File: src/rtl/uart_os_rx_pkg.sv
package uart_os_rx_pkg;
  typedef enum logic [2:0] {
    ST_IDLE,
    ST_START,
    ST_DATA,
    ST_PAR,
    ST_STOP
  } rx_state_t;
endpackage

File: src/rtl/uart_os_rx_sync.sv
module uart_os_rx_sync #(
  parameter int STAGES = 2
) (
  input  logic clk,
  input  logic rst_n,
  input  logic d,
  output logic q
);
  logic [STAGES-1:0] chain;

  // Line idles high, so reset to the mark level
  always_ff @(posedge clk or negedge rst_n) begin
    if (!rst_n) chain <= '1;
    else        chain <= {chain[STAGES-2:0], d};
  end

  assign q = chain[STAGES-1];
endmodule

File: src/rtl/uart_os_rx_timer.sv
module uart_os_rx_timer #(
  parameter int OS_HI = 16,
  parameter int OS_LO = 8
) (
  input  logic clk,
  input  logic rst_n,
  input  logic tick,
  input  logic clear,
  input  logic run,
  input  logic half,
  input  logic lo_mode,
  output logic sample
);
  localparam int CW = $clog2(OS_HI + 1);

  logic [CW-1:0] cnt, cnt_n, target;

  always_comb begin
    if (half) target = lo_mode ? CW'(OS_LO / 2) : CW'(OS_HI / 2);
    else      target = lo_mode ? CW'(OS_LO)     : CW'(OS_HI);
  end

  assign sample = run && tick && ((cnt + 1'b1) == target);

  always_comb begin
    cnt_n = cnt;
    if (clear)            cnt_n = CW'(1);   // detection tick counts as pulse one
    else if (run && tick) cnt_n = sample ? '0 : cnt + 1'b1;
  end

  always_ff @(posedge clk or negedge rst_n) begin
    if (!rst_n) cnt <= '0;
    else        cnt <= cnt_n;
  end
endmodule

File: src/rtl/uart_os_rx_frame.sv
module uart_os_rx_frame
  import uart_os_rx_pkg::*;
#(
  parameter int DW = 8
) (
  input  logic          clk,
  input  logic          rst_n,
  input  logic          tick,
  input  logic          sample,
  input  logic          rx_s,
  input  logic          par_en,
  input  logic          par_odd,
  output logic          start,
  output logic          run,
  output logic          half,
  output logic          push,
  output logic [DW-1:0] data,
  output logic          ferr,
  output logic          perr,
  output logic          brk
);
  localparam int IW = (DW > 1) ? $clog2(DW) : 1;
  localparam logic [IW-1:0] LAST = IW'(DW - 1);

  rx_state_t     st, st_n;
  logic [IW-1:0] idx, idx_n;
  logic [DW-1:0] sh_n;
  logic          acc, acc_n, ones, ones_n, armed, armed_n, brk_n;
  logic          push_n, ferr_n, perr_n;

  assign start = (st == ST_IDLE) && tick && armed && !rx_s;
  assign run   = (st != ST_IDLE);
  assign half  = (st == ST_START);

  always_comb begin
    st_n    = st;
    idx_n   = idx;
    sh_n    = data;
    acc_n   = acc;
    ones_n  = ones;
    armed_n = armed;
    brk_n   = brk;
    push_n  = 1'b0;
    ferr_n  = 1'b0;
    perr_n  = 1'b0;
    if (tick && rx_s) armed_n = 1'b1;
    if (tick && rx_s && brk) brk_n = 1'b0;
    unique case (st)
      ST_IDLE: if (start) begin
        st_n   = ST_START;
        idx_n  = '0;
        acc_n  = 1'b0;
        ones_n = 1'b0;
      end
      ST_START: if (sample) st_n = rx_s ? ST_IDLE : ST_DATA;
      ST_DATA: if (sample) begin
        sh_n   = {rx_s, data[DW-1:1]};
        acc_n  = acc ^ rx_s;
        ones_n = ones | rx_s;
        idx_n  = idx + 1'b1;
        if (idx == LAST) st_n = par_en ? ST_PAR : ST_STOP;
      end
      ST_PAR: if (sample) begin
        acc_n  = acc ^ rx_s;
        ones_n = ones | rx_s;
        st_n   = ST_STOP;
      end
      ST_STOP: if (sample) begin
        st_n   = ST_IDLE;
        ferr_n = !rx_s;
        perr_n = par_en && (acc != par_odd);
        if (!rx_s && ones)  armed_n = 1'b0;   // ordinary framing error: wait for mark
        if (!rx_s && !ones) brk_n   = 1'b1;   // all-low frame: line break
        push_n = rx_s && !perr_n && !brk;
      end
      default: st_n = ST_IDLE;
    endcase
  end

  always_ff @(posedge clk or negedge rst_n) begin
    if (!rst_n) begin
      st    <= ST_IDLE;
      idx   <= '0;
      data  <= '0;
      acc   <= 1'b0;
      ones  <= 1'b0;
      armed <= 1'b0;
      brk   <= 1'b0;
      push  <= 1'b0;
      ferr  <= 1'b0;
      perr  <= 1'b0;
    end else begin
      st    <= st_n;
      idx   <= idx_n;
      data  <= sh_n;
      acc   <= acc_n;
      ones  <= ones_n;
      armed <= armed_n;
      brk   <= brk_n;
      push  <= push_n;
      ferr  <= ferr_n;
      perr  <= perr_n;
    end
  end
endmodule

File: src/rtl/uart_os_rx.sv
module uart_os_rx #(
  parameter int DW    = 8,
  parameter int OS_HI = 16,
  parameter int OS_LO = 8
) (
  input  logic          clk,
  input  logic          rst_n,
  input  logic          base_tick,
  input  logic          lo_mode,
  input  logic          par_en,
  input  logic          par_odd,
  input  logic          rx_in,
  output logic          push_o,
  output logic [DW-1:0] push_data_o,
  output logic          frame_err_o,
  output logic          parity_err_o,
  output logic          in_break_o,
  output logic          line_level_o
);
  logic rx_s, start, run, half, sample;

  uart_os_rx_sync #(.STAGES(2)) u_sync (
    .clk(clk), .rst_n(rst_n), .d(rx_in), .q(rx_s)
  );

  uart_os_rx_timer #(.OS_HI(OS_HI), .OS_LO(OS_LO)) u_timer (
    .clk(clk), .rst_n(rst_n), .tick(base_tick), .clear(start), .run(run),
    .half(half), .lo_mode(lo_mode), .sample(sample)
  );

  uart_os_rx_frame #(.DW(DW)) u_frame (
    .clk(clk), .rst_n(rst_n), .tick(base_tick), .sample(sample), .rx_s(rx_s),
    .par_en(par_en), .par_odd(par_odd), .start(start), .run(run), .half(half),
    .push(push_o), .data(push_data_o), .ferr(frame_err_o), .perr(parity_err_o),
    .brk(in_break_o)
  );

  assign line_level_o = rx_s;
endmodule

File: config.mk
export PLATFORM = sky130hd
export DESIGN_NAME = uart_os_rx
export DESIGN_NICKNAME = d
export VERILOG_FILES = /design/src/rtl/uart_os_rx_pkg.sv /design/src/rtl/uart_os_rx_sync.sv /design/src/rtl/uart_os_rx_timer.sv /design/src/rtl/uart_os_rx_frame.sv /design/src/rtl/uart_os_rx.sv
export SDC_FILE = /design/constraint.sdc
export NUM_CORES = 1
export LEC_CHECK = 0
export BUFFER_PORTS_ARGS = -buffer_cell sky130_fd_sc_hd__buf_4
export CAP_MARGIN = 10
export CORE_AREA = 5 5 55 57
export DETAILED_ROUTE_END_ITERATION = 12
export DIE_AREA = 0 0 60 62
export HOLD_SLACK_MARGIN = 0.03
export PLACE_DENSITY = 0.79
export SLEW_MARGIN = 30
export SYNTH_ARGS = -nofsm -noshare
export SYNTH_HDL_FRONTEND = slang
export SYNTH_SLANG_ARGS = --single-unit
export TNS_END_PERCENT = 100
File: constraint.sdc
create_clock -name clk -period 4.08 [get_ports clk]
set_input_delay 0.816 -clock clk [delete_from_list [all_inputs] [get_ports clk]]
set_output_delay 0.816 -clock clk [all_outputs]
set_load 0.01 [all_outputs]
==> flow_summary_export.csv <==
group,metric,value,unit
outcome,run_status,"completed",
drt,totalWireLength,2510,um
min_path,worstHoldStart,"u_sync.chain[0]$_DFF_PN1_",
power,clkPwrFrac,20.6,%
clocking,ctsResizeCount,0,
finish,nNetsFinal,152,
finish,final_cell_mix,"dfrtp_1 (26), buf_4 (19), nand3_1 (8)",
sta,fmaxAchievable,332.8,MHz
clocking,htree_levels,1,
power,p_leak,0.7815,nW
logic_synthesis,synth_cell_types,38,
placed_design,portBuffers,19,
sta,finalWorstSetupSlack,1.075,ns
power,power_density,408.5,nW/um2
clocking,postCtsSetupBuffers,0,
drt,detail-route-antenna-nets,0,
floorplanning,die_y,62,um
power,sw_frac_of_total,29.61,%
min_path,min_path_type,"flop to flop",
finish,multi_input_area,625.6,um2
critical_path,worst-path-buf-inv,0,
critical_path,crit_arrival,3.23,ns
power,p_int,0.0004518,W
power,combPwrFrac,23.5,%
power,ir_drop,0.2879,mV
sta,drv_slew,0,
global_route,grt_pass1_wl,4333,um
logic_synthesis,yosysWarnings,0,
finish,nFillCells,197,
placed_design,routabilityCongestion,0.8378,
global_route,antenna_found_initial,0,
logic_synthesis,syn_inst,122,
sta,holdWs,0.3678,ns
sta,skew,0.004312,ns
drt,wl_met2,1273,um
logic_synthesis,syn_nets,134,
critical_path,regToRegEndpoint,"u_frame.data[3]$_DFFE_PN0P_",
floorplanning,die_area,3720,um2
job,drv_cap,0,
placed_design,place_ws,0.8072,ns
critical_path,cpPeakStageDelay,0.74,ns
sta,relSlewSlack,42.07,%
clocking,numCtsBuffers,3,
critical_path,worstPathRequired,4.30,ns
floorplanning,io_pins,20,
clocking,cts_root_buf,"clkbuf_4",
critical_path,cpLargestDelayFamily,"simple AND/OR/NAND/NOR gates",
clocking,cts.sinks,28,
sta,layout_min_cycle_time,3.005,ns
clocking,hold_buffers,0,
finish,drive_above_1_share,25.18,%
finish,final_common_cell,"dfrtp_1",
critical_path,worstSetupPathType,"flop to flop",
logic_synthesis,synth_edf_count,0,
min_path,min_path_cells,0,
placed_design,place_area,1535,um2
placed_design,hpwl,1813,um
critical_path,cp_cell_sequence,"nor2_1 > nand2_1 > ha_1 > xor2_1 > xnor2_1 > or4_1 > or3_4 > mux2_4",
power,seqPwrFrac,56.0,%
logic_synthesis,syn_avg_cell_area,11.37,um2
sta,setup_viol,0,
critical_path,cp_max_fo,14,
logic_synthesis,netlist_area,1388,um2
critical_path,crit_path_end_kind,"flop",
logic_synthesis,ys_seq_area_share,50.68,%
drt,wl_met1,1136,um
logic_synthesis,synth-async-reset-ratio,100.0,%
floorplanning,die_w,60,um
clocking,clock_latency,0.32,ns
clocking,cts_tree,"yes",
drt,drtPass1Iterations,4,
clocking,cts.clk_slew.worst_paths,0.15,ns
finish,regArea,703.2,um2
critical_path,r2r-start,"u_frame.st[2]$_DFFE_PN0P_",
sta,worstMarginPinSlew,0.8610,ns
floorplanning,placement_rows,18,
sta,rsz0062_at_grt,"false",
critical_path,r2r_cells,8,
sta,hold_viol,0,
logic_synthesis,synthFlopType,"dfrtp_1",
drt,drt_iter0_drc,42,
global_route,grt_pass1_vias,929,
drt,vias_per_cell,5.716,
sta,final.setup.tns,0,ns
floorplanning,fp.coreArea,2432,um2
sta,finalCritPeriodShare,73.65,%
floorplanning,start_util,57.05,%
finish,n_antenna_cell,0,
logic_synthesis,ys_seq_elements,28,
critical_path,worstSetupStartpointType,"flop",
power,power_switching,0.0001901,W
global_route,grt-ovfl-total,0,
drt,vias,966,
drt,highest_layer,"met4",
global_route,grt_max_degree,29,
finish,syn_to_final_growth,13.26,%
global_route,groute.usage.overall,15.64,%
drt,post_drt_wl_per_cell,14.85,um
clocking,cts_max_path_buffers,2,
min_path,hold_end,"u_sync.chain[1]$_DFF_PN1_",
critical_path,r2r_slack,1.08,ns
finish,fin_area,1572,um2
critical_path,cp_slowest_cell,"or4_1",
drt,drc,0,
drt,wl_met3,85,um
flip-flops by register name, summed over array words and instances, names as in the netlist:
| register | flops |
|---|---|
| u_frame.data | 8 |
| u_timer.cnt | 5 |
| u_frame.idx | 3 |
| u_frame.st | 3 |
| u_sync.chain | 2 |
| u_frame.acc | 1 |
| u_frame.armed | 1 |
| u_frame.brk | 1 |
| u_frame.ferr | 1 |
| u_frame.ones | 1 |
| u_frame.perr | 1 |
| u_frame.push | 1 |
Yosys cell counts (2+ instances only):
cell type | number | area share [%]
or4_1 | 2 | 1.1
nor2_1 | 7 | 1.9
o31a_1 | 2 | 1.3
a31oi_1 | 2 | 0.90
mux2_4 | 7 | 7.6
xnor2_1 | 4 | 2.5
clkbuf_1 | 3 | 0.81
o21ai_0 | 3 | 1.1
buf_2 | 2 | 0.72
nand3_1 | 8 | 2.9
o31ai_1 | 3 | 1.6
ha_1 | 5 | 4.5
xor2_1 | 3 | 1.9
mux2i_1 | 3 | 2.2
inv_1 | 7 | 1.9
a21oi_1 | 3 | 1.1
dfrtp_1 | 26 | 47
o22ai_1 | 2 | 0.90
nand2_1 | 7 | 1.9
nor2b_1 | 4 | 1.8
dfstp_2 | 2 | 3.8
cells by family (layout without fill, tap and decap cells):
family | count (synthesis) | after routing | synth area share [%]
AO/OA/AOI/OAI | 23 | 23 | 11.81
XOR/XNOR | 7 | 7 | 4.418
adder cells (fa/ha/maj) | 5 | 5 | 4.509
buffers and inverters | 13 | 30 | 4.238
flip-flops | 28 | 28 | 50.68
multiplexers | 11 | 11 | 10.55
AND/OR/NAND/NOR | 35 | 35 | 13.80
through the flow:
step,cells,util [%],power (W)
global route,169,64.61,0.0006891
finish,169,64.61,0.0006419
CTS,169,64.61,0.0006496
global placement,165,63.12,0.0005067
detailed placement,165,63.12,0.0005176
floorplan,122,-,0.0004678
worst reg2reg max path, stage by stage (launching register included):
cell	delay, ns
dfrtp_1	0.48
nor2_1	0.13
nand2_1	0.08
ha_1	0.30
xor2_1	0.15
xnor2_1	0.14
or4_1	0.74
or3_4	0.57
mux2_4	0.33
how the worst max path moves through the flow:
stage                              start                          end  cells past startpoint
2_1_floorplan                    lo_mode  u_frame.data[1]$_DFFE_PN0P_                      9
3_3_place_gp                     lo_mode  u_frame.data[7]$_DFFE_PN0P_                      8
3_5_place_dp                     lo_mode  u_frame.data[3]$_DFFE_PN0P_                      8
4_1_cts        u_frame.st[2]$_DFFE_PN0P_  u_frame.data[3]$_DFFE_PN0P_                      8
5_1_grt        u_frame.st[1]$_DFFE_PN0P_  u_frame.data[6]$_DFFE_PN0P_                      8
6_report       u_frame.st[2]$_DFFE_PN0P_  u_frame.data[3]$_DFFE_PN0P_                      8
power by group through the flow:
stage,Combinational (W),Clock (W),Sequential [W]
final,0.000151,0.000132,0.000359
after global routing,0.000171,0.000150,0.000368
after CTS,0.000154,0.000136,0.000359
after detailed placement,0.000153,0,0.000365
after global placement,0.000145,0,0.000361
after floorplan,0.000111,0,0.000357
layer usage:
| metal | up-vias | global-route usage [%] |
|---|---|---|
| li1 | 463 | - |
| met4 | 0 | 5.063 |
| met1 | 482 | 20.98 |
| met3 | 2 | 1.860 |
| met5 | - | 0 |
| met2 | 19 | 26.54 |
area by class of cell:
class,count,share of cell area (%)
Tap cell,30,2.389
Clock buffer,4,2.309
Inverter,7,1.672
Sequential cell,28,44.75
Timing Repair Buffer,19,9.076
Multi-Input combinational cell,81,39.81
(Power assumes the default switching activity.)
